$ cat config.mk
export PLATFORM = sky130hd
export DESIGN_NAME = boot_rom_select
export DESIGN_NICKNAME = d
export VERILOG_FILES = /design/src/rtl/bootsel_pkg.sv /design/src/rtl/shadow_cfg.sv /design/src/rtl/window_decode.sv /design/src/rtl/cycle_tracker.sv /design/src/rtl/boot_rom_select.sv
export SDC_FILE = /design/constraint.sdc
export NUM_CORES = 1
export LEC_CHECK = 0
export ABC_CLOCK_PERIOD_IN_PS = 1500
export CELL_PAD_IN_SITES_DETAIL_PLACEMENT = 1
export CELL_PAD_IN_SITES_GLOBAL_PLACEMENT = 1
export CORE_MARGIN = 2
export CORE_UTILIZATION = 14
export CTS_BUF_LIST = sky130_fd_sc_hd__clkbuf_8
export DETAILED_ROUTE_END_ITERATION = 8
export GPL_TIMING_DRIVEN = 0
export PLACE_DENSITY_LB_ADDON = 0.3
export SYNTH_ARGS = -nofsm -noshare
export SYNTH_HDL_FRONTEND = slang
export SYNTH_SLANG_ARGS = --single-unit
$ cat constraint.sdc
create_clock -name clk -period 1.5 [get_ports clk]
set_input_delay 0.3 -clock clk [delete_from_list [all_inputs] [get_ports clk]]
set_output_delay 0.3 -clock clk [all_outputs]
set_load 0.01 [all_outputs]
$ cat src/rtl/bootsel_pkg.sv
package bootsel_pkg;
  localparam int ADDR_W       = 32;
  localparam int N_WIN        = 2;
  localparam int WIN_SIZE_LOG = 16;
  localparam logic [ADDR_W-1:0] HIGH_BASE = {{(ADDR_W-WIN_SIZE_LOG){1'b1}}, {WIN_SIZE_LOG{1'b0}}};
  localparam logic [ADDR_W-1:0] LOW_BASE  = 32'h000F_0000;
  localparam logic [ADDR_W-1:0] WIN_MASK  = {{(ADDR_W-WIN_SIZE_LOG){1'b1}}, {WIN_SIZE_LOG{1'b0}}};

  typedef struct packed {
    logic [ADDR_W-1:0] base;
    logic [ADDR_W-1:0] mask;
    logic              shadowable;
  } win_t;

  // Window 0: top of the 4 GB space (reset vector); window 1: real-mode area.
  function automatic win_t win_cfg(int idx);
    win_t w;
    w.mask = WIN_MASK;
    if (idx == 0) begin
      w.base       = HIGH_BASE;
      w.shadowable = 1'b0;
    end else begin
      w.base       = LOW_BASE;
      w.shadowable = 1'b1;
    end
    return w;
  endfunction

  function automatic logic win_match(logic [ADDR_W-1:0] a, win_t w);
    return (a & w.mask) == w.base;
  endfunction

  function automatic logic rom_read_kind(logic is_mem, logic is_write);
    return is_mem & ~is_write;
  endfunction
endpackage

$ cat src/rtl/shadow_cfg.sv
module shadow_cfg (
  input  logic clk,
  input  logic rst_n,
  input  logic we,
  input  logic wdata,
  output logic shadow_en
);
  always_ff @(posedge clk or negedge rst_n) begin
    if (!rst_n)  shadow_en <= 1'b0;
    else if (we) shadow_en <= wdata;
  end

  p_cfg_load_r9: assert property (@(posedge clk) disable iff (!rst_n)
    we |=> shadow_en == $past(wdata));
  p_cfg_keep_r9: assert property (@(posedge clk) disable iff (!rst_n)
    !we |=> $stable(shadow_en));
endmodule

$ cat src/rtl/window_decode.sv
module window_decode
  import bootsel_pkg::*;
(
  input  logic [ADDR_W-1:0] addr,
  input  logic              is_mem,
  input  logic              shadow_en,
  output logic              rom_hit,
  output logic              shadow_hit
);
  logic [N_WIN-1:0] raw_hit, rom_lane, shd_lane;

  for (genvar k = 0; k < N_WIN; k++) begin : g_win
    localparam win_t W = win_cfg(k);
    logic diverted;
    assign raw_hit[k]  = win_match(addr, W) & is_mem;
    assign diverted    = W.shadowable & shadow_en;
    assign rom_lane[k] = raw_hit[k] & ~diverted;
    assign shd_lane[k] = raw_hit[k] &  diverted;
  end

  assign rom_hit    = |rom_lane;
  assign shadow_hit = |shd_lane;

  always_comb begin
    p_win_disjoint_r10: assert ($onehot0(raw_hit));
    p_hit_excl_r4: assert (!(rom_hit && shadow_hit));
  end
endmodule

$ cat src/rtl/cycle_tracker.sv
module cycle_tracker (
  input  logic clk,
  input  logic rst_n,
  input  logic strobe,
  input  logic ready,
  input  logic rom_hit,
  input  logic read_ok,
  input  logic shadow_hit,
  output logic active,
  output logic cs_q,
  output logic oe_q,
  output logic sh_q
);
  logic start, done;
  assign start = strobe & ~active;
  assign done  = active & ready;

  always_ff @(posedge clk or negedge rst_n) begin
    if (!rst_n) begin
      active <= 1'b0;
      cs_q   <= 1'b0;
      oe_q   <= 1'b0;
      sh_q   <= 1'b0;
    end else if (start) begin
      active <= 1'b1;
      cs_q   <= rom_hit;
      oe_q   <= rom_hit & read_ok;
      sh_q   <= shadow_hit;
    end else if (done) begin
      active <= 1'b0;
      cs_q   <= 1'b0;
      oe_q   <= 1'b0;
      sh_q   <= 1'b0;
    end
  end

  p_start_r2: assert property (@(posedge clk) disable iff (!rst_n)
    (strobe && !active) |=> active);
  p_hold_r7: assert property (@(posedge clk) disable iff (!rst_n)
    (active && !ready) |=> (active && $stable(cs_q) && $stable(oe_q) && $stable(sh_q)));
  p_release_r7: assert property (@(posedge clk) disable iff (!rst_n)
    (active && ready) |=> (!active && !cs_q && !oe_q && !sh_q));
  p_idle_quiet_r7: assert property (@(posedge clk) disable iff (!rst_n)
    !active |-> (!cs_q && !oe_q && !sh_q));
endmodule

$ cat src/rtl/boot_rom_select.sv
module boot_rom_select
  import bootsel_pkg::*;
(
  input  logic              clk,
  input  logic              rst_n,
  input  logic [ADDR_W-1:0] cyc_addr,
  input  logic              cyc_is_mem,
  input  logic              cyc_is_write,
  input  logic              cyc_strobe,
  input  logic              cyc_ready,
  input  logic              cfg_we,
  input  logic              cfg_wdata,
  output logic              rom_cs_n,
  output logic              rom_oe_n,
  output logic              shadow_sel
);
  logic shadow_en, rom_hit, shadow_hit, read_ok;
  logic active, cs_q, oe_q, sh_q;

  shadow_cfg u_cfg (
    .clk(clk), .rst_n(rst_n), .we(cfg_we), .wdata(cfg_wdata), .shadow_en(shadow_en)
  );

  window_decode u_dec (
    .addr(cyc_addr), .is_mem(cyc_is_mem), .shadow_en(shadow_en),
    .rom_hit(rom_hit), .shadow_hit(shadow_hit)
  );

  assign read_ok = rom_read_kind(cyc_is_mem, cyc_is_write);

  cycle_tracker u_trk (
    .clk(clk), .rst_n(rst_n), .strobe(cyc_strobe), .ready(cyc_ready),
    .rom_hit(rom_hit), .read_ok(read_ok), .shadow_hit(shadow_hit),
    .active(active), .cs_q(cs_q), .oe_q(oe_q), .sh_q(sh_q)
  );

  assign rom_cs_n   = ~cs_q;
  assign rom_oe_n   = ~oe_q;
  assign shadow_sel = sh_q;

  p_oe_needs_cs_r6: assert property (@(posedge clk) disable iff (!rst_n)
    !rom_oe_n |-> !rom_cs_n);
  p_no_write_oe_r6: assert property (@(posedge clk) disable iff (!rst_n)
    (cyc_strobe && !active && (cyc_is_write || !cyc_is_mem)) |=> rom_oe_n);
  p_io_quiet_r11: assert property (@(posedge clk) disable iff (!rst_n)
    (cyc_strobe && !active && !cyc_is_mem) |=> (rom_cs_n && !shadow_sel));
  p_sel_excl_r4: assert property (@(posedge clk) disable iff (!rst_n)
    !(!rom_cs_n && shadow_sel));
endmodule

**Word level (Yosys, flattened, before mapping)**

Cells that the tools add are included.
Widths: inputs -> output; s select.

- Bits in registers: 5
- Input bits: 40
- Output and inout port bits: 3
- Logic and storage cells: 27

- Equality and inequality tests: 2
- Mux-type cells: 5
- Bitwise logic cells: 13
- Reductions and logical operators: 2

Operators with widths:

| kind | count |
|---|---|
| $eq 16x16->1 const B | 1 |
| $eq 16x4->1 const B | 1 |
| $and 1x1->1 | 8 |
| $mux 1 | 5 |
| $not 1->1 | 5 |
| $reduce_bool 2->1 | 1 |
| $reduce_or 2->1 | 1 |

**Longest topological paths before layout**

- Depth after elaboration: 6
- Gate-level depth with buffers: 4
- Depth with buffers taken out: 4

**Cells and area by module**

From an unflattened synthesis, not the netlist that was laid out.

- Cell total of the unflattened synthesis: 36
- Area total of the unflattened synthesis: 355.3 sq um

Modules (own cells, without submodules):

| module | instances | cells an instance | area an instance (sq um) |
|---|---|---|---|
| cycle_tracker | 1 | 17 | 190.2 |
| window_decode | 1 | 14 | 103.8 |
| shadow_cfg | 1 | 2 | 40.0 |
| boot_rom_select | 1 | 3 | 21.3 |

**Worst setup path before layout**

OpenSTA, ideal clock, no wires.

- Kind: input to register
- Start point: input port cyc_addr[29]
- End point: register u_trk.oe_q
- Data arrival time: 1.126 ns
- Slack: 0.298 ns
- Stages: 4
- Path through: or4_4 -> nor2_2 -> a31oi_1 -> o21ai_1

- Cells in the longest elaborated chain, start to end: 6
- Elaborated cells between the ends (all ways): 8

Ends and longest elaborated chain:

| what | line | text |
|---|---|---|
| start, declared | boot_rom_select.sv:6 | `input logic [ADDR_W-1:0] cyc_addr,` |
| $eq 16x4->1 | bootsel_pkg.sv:30 | `return (a & w.mask) == w.base;` |
| $and 1x1->1 | window_decode.sv:15 | `assign raw_hit[k] = win_match(addr, W) & is_mem;` |
| $and 1x1->1 | window_decode.sv:17 | `assign rom_lane[k] = raw_hit[k] & ~diverted;` |
| $reduce_or 2->1 * | window_decode.sv:21 | `assign rom_hit = \|rom_lane;` |
| $and 1x1->1 * | cycle_tracker.sv:27 | `oe_q <= rom_hit & read_ok;` |
| $mux 1 * | cycle_tracker.sv:24 | `end else if (start) begin` |
| end signal, assigned | cycle_tracker.sv:27 |  |
| end, declared | cycle_tracker.sv:11 | `output logic oe_q,` |

Mark *: on every way between the ends. The rest lies on a longest branch, timed or not.
A chain may end at the register's enable or synchronous reset.

**Final worst setup path**

- Start point: register u_trk.cs_q
- End point: output port rom_cs_n

- Cells in the longest elaborated chain, start to end: 1

Ends and longest elaborated chain:

| what | line | text |
|---|---|---|
| start, declared | cycle_tracker.sv:10 | `output logic cs_q,` |
| start signal, assigned | cycle_tracker.sv:26 | `cs_q <= rom_hit;` |
| $not 1->1 | boot_rom_select.sv:37 | `assign rom_cs_n = ~cs_q;` |
| end, declared | boot_rom_select.sv:13 | `output logic rom_cs_n,` |

Every way passes these cells.

==> flow_metrics.tcl <==
set metrics [dict create \
    outcome "complete, no violations" \
    place_hpwl_um 727 \
    ys_seq_elements 5 \
    die-area_um2 2420 \
    multi_input_area_um2 183 \
    cellLeakagePower_nw 0.257 \
    vias 360 \
    worst-setup-path-type "flip-flop to primary output" \
    drt_first_pass_iters 1 \
    rows 16 \
    finalHoldViolations 0 \
    register_area_um2 125 \
    final_core_util 0.341 \
    fin_crit_sh 0.972 \
    startpoint_type "flip-flop" \
    fin_nets 102 \
    skew_ns 0.00139 \
    synth_top_area_frac 0.437 \
    fillerInstances 234 \
    synth.avg_cell_area_um2 9.24 \
    fmax_ghz 0.686 \
    critPathMaxStageDelay_ns 0.52 \
    design_area_um2 662 \
    end_kind "primary output" \
    start_util 0.148 \
    powerDensity_nw_per_um2 724 \
    clk_pin_slew_ns 0.03 \
    power_uw 479 \
    synth_area_leaders "dfrtp_1 (44%), nand4_1 (8.7%), nor4_2 (4.4%), mux2_1 (3.9%), nand2_1 (3.9%)" \
    synth_top_cell_by_area "dfrtp_1" \
    rsz0062_at_grt "false" \
    path_buf_inv 2 \
    clock_latency_ns 0.22 \
    ant_nets 0 \
    grt_first_pass_wirelength_um 1330 \
    drv_slew 0 \
    clockBufferDepth 2 \
    syn_nets 71 \
    syn-instance-count 31 \
    ys_types 18 \
    antenna_found_initial 0 \
    wl_per_cell_um 9.11 \
    place_area_um2 581 \
    cp_top_family "buffers and inverters" \
    fp.dieW_um 49.2 \
    clock-sinks 5 \
    setup_viol_count_final 0 \
    cts_hold_buf 0 \
    dr.first_iter.drc_count 0 \
    core-area_um2 1940 \
    peakVddDrop_uv 206 \
    max_slew_margin 0.809 \
    seq_area_frac_synth 0.437 \
    path_cells "inv_1 -> clkdlybuf4s50_1" \
    pin_count 43 \
    cp_max_fo 2 \
    syn_area_um2 287 \
    cts_post_setup_buffers_inserted 0 \
    tightest_slew_ns 0.284 \
    area_growth_syn_to_layout_pct 131 \
    arrival_ns 1.16 \
    route.detailed.drc 0 \
    period_needed_ns 1.46 \
    min_path_type "primary input to async pin" \
    yosysWarnings 0 \
    cp_slowest_cell "clkdlybuf4s50_1" \
    htreeDepth 1 \
    numCtsBuffers 3 \
    die_y_um 49.2 \
    grt_overflow_total 0 \
    drive_above_1_share 0.148 \
    grt_pass1_vias 374 \
    grt_max_degree 6 \
    vias_per_cell 4.09 \
    wl_um 802 \
    tns_ns 0 \
    worstPathRequired_ns 1.20 \
    n_antenna_cell 0 \
    cts_tree "built" \
    grt_use_total 0.0745 \
    cts_root_buffer "clkbuf_8" \
    place.gp.congestion 0.587 \
    portBuffers 26 \
    maxCapViolations 0 \
]
-- state kept, by name, indices dropped and copies added, names as in the netlist --
signal	flops
u_trk.cs_q	1
u_trk.oe_q	1
u_trk.active	1
u_cfg.shadow_en	1
u_trk.sh_q	1
-- area by class of cell --
type,count,share of cell area
Clock inverter,1,0.00567
Multi-Input combinational cell,24,0.276
Tap cell,27,0.0510
Inverter,2,0.0113
Timing Repair Buffer,26,0.405
Sequential cell,5,0.189
Clock buffer,3,0.0624
-- worst reg2reg max path: stages (launching register included) --
cell and delay [ns]:
dfrtp_1 0.41, nor2b_2 0.15, nand4_1 0.15, or3b_1 0.37
o21ai_1 0.14
-- routing by layer --
layer | GRT usage | routed length [µm]
met4 | 0.0714 | 17
met2 | 0.122 | 421
met1 | 0.0690 | 277
met5 | 0 | 0
met3 | 0.0307 | 86
-- power by group --
group	switching [mW]	internal, mW
combinational	0.0283	0.0626
sequential	0.00850	0.143
clock	0.0621	0.175
-- synthesized netlist by cell type --
| cell | number |
|---|---|
| dfrtp_1 | 5 |
| nand4_1 | 4 |
| nand2_1 | 3 |
| a21oi_1 | 2 |
| inv_1 | 2 |
| nor3_1 | 2 |
| o21ai_1 | 2 |
| a22o_1 | 1 |
| a31oi_1 | 1 |
| and3_1 | 1 |
| mux2_1 | 1 |
| nor2_1 | 1 |
| nor2_2 | 1 |
| nor2b_1 | 1 |
| nor4_1 | 1 |
| nor4_2 | 1 |
| or3b_1 | 1 |
| or4_4 | 1 |
-- cells by family after synthesis --
kind of cell / synth area share
AO/OA/AOI/OAI: 0.122
buffers and inverters: 0.0262
flip-flops: 0.437
multiplexers: 0.0393
AND/OR/NAND/NOR: 0.376
-- final timing paths --
check	cells after the start	endpoint	start	slack (ns)
worst max-delay path	2	rom_cs_n	u_trk.cs_q	0.04
worst min-delay path	1	u_trk.active	rst_n	0.30
min in group clk	2	u_trk.cs_q	u_trk.cs_q	0.49
worst min register to register	2	u_trk.cs_q	u_trk.cs_q	0.49
worst max register to register	4	u_trk.oe_q	u_trk.active	0.20
max in group asynchronous	1	u_trk.sh_q	rst_n	1.02
-- cells in the final DEF (no fill, tap or decap), drive strengths merged --
cell,netlist,layout
and3,1,1
nor2b,1,1
or3b,1,1
mux2,1,1
dfrtp,5,5
dlymetal6s2s,0,3
inv,2,3
nand4,4,4
or4,1,1
a31oi,1,1
a22o,1,1
nor4,2,2
nand2,3,3
clkdlybuf4s50,0,23
nor3,2,2
a21oi,2,2
o21ai,2,2
nor2,2,2
clkbuf,0,3
-- through the flow --
stage                     std cells  hold WS [ns]  setup WS (ns)
after global placement           84         0.483         -0.192
after floorplan                  31       0.00441          0.298
after detailed placement         84         0.484         -0.229
final                            88         0.299         0.0414
after global routing             88         0.312        0.00153
after CTS                        88         0.308        0.00778
-- timing repair --
item / in CTS / in global routing
gates resized for setup: 1 / 7
pin swaps: 1 / 3
endpoints found under the setup margin: 1 / 3
cloned: 0 / 0
Power figures use the tool's default switching activity.
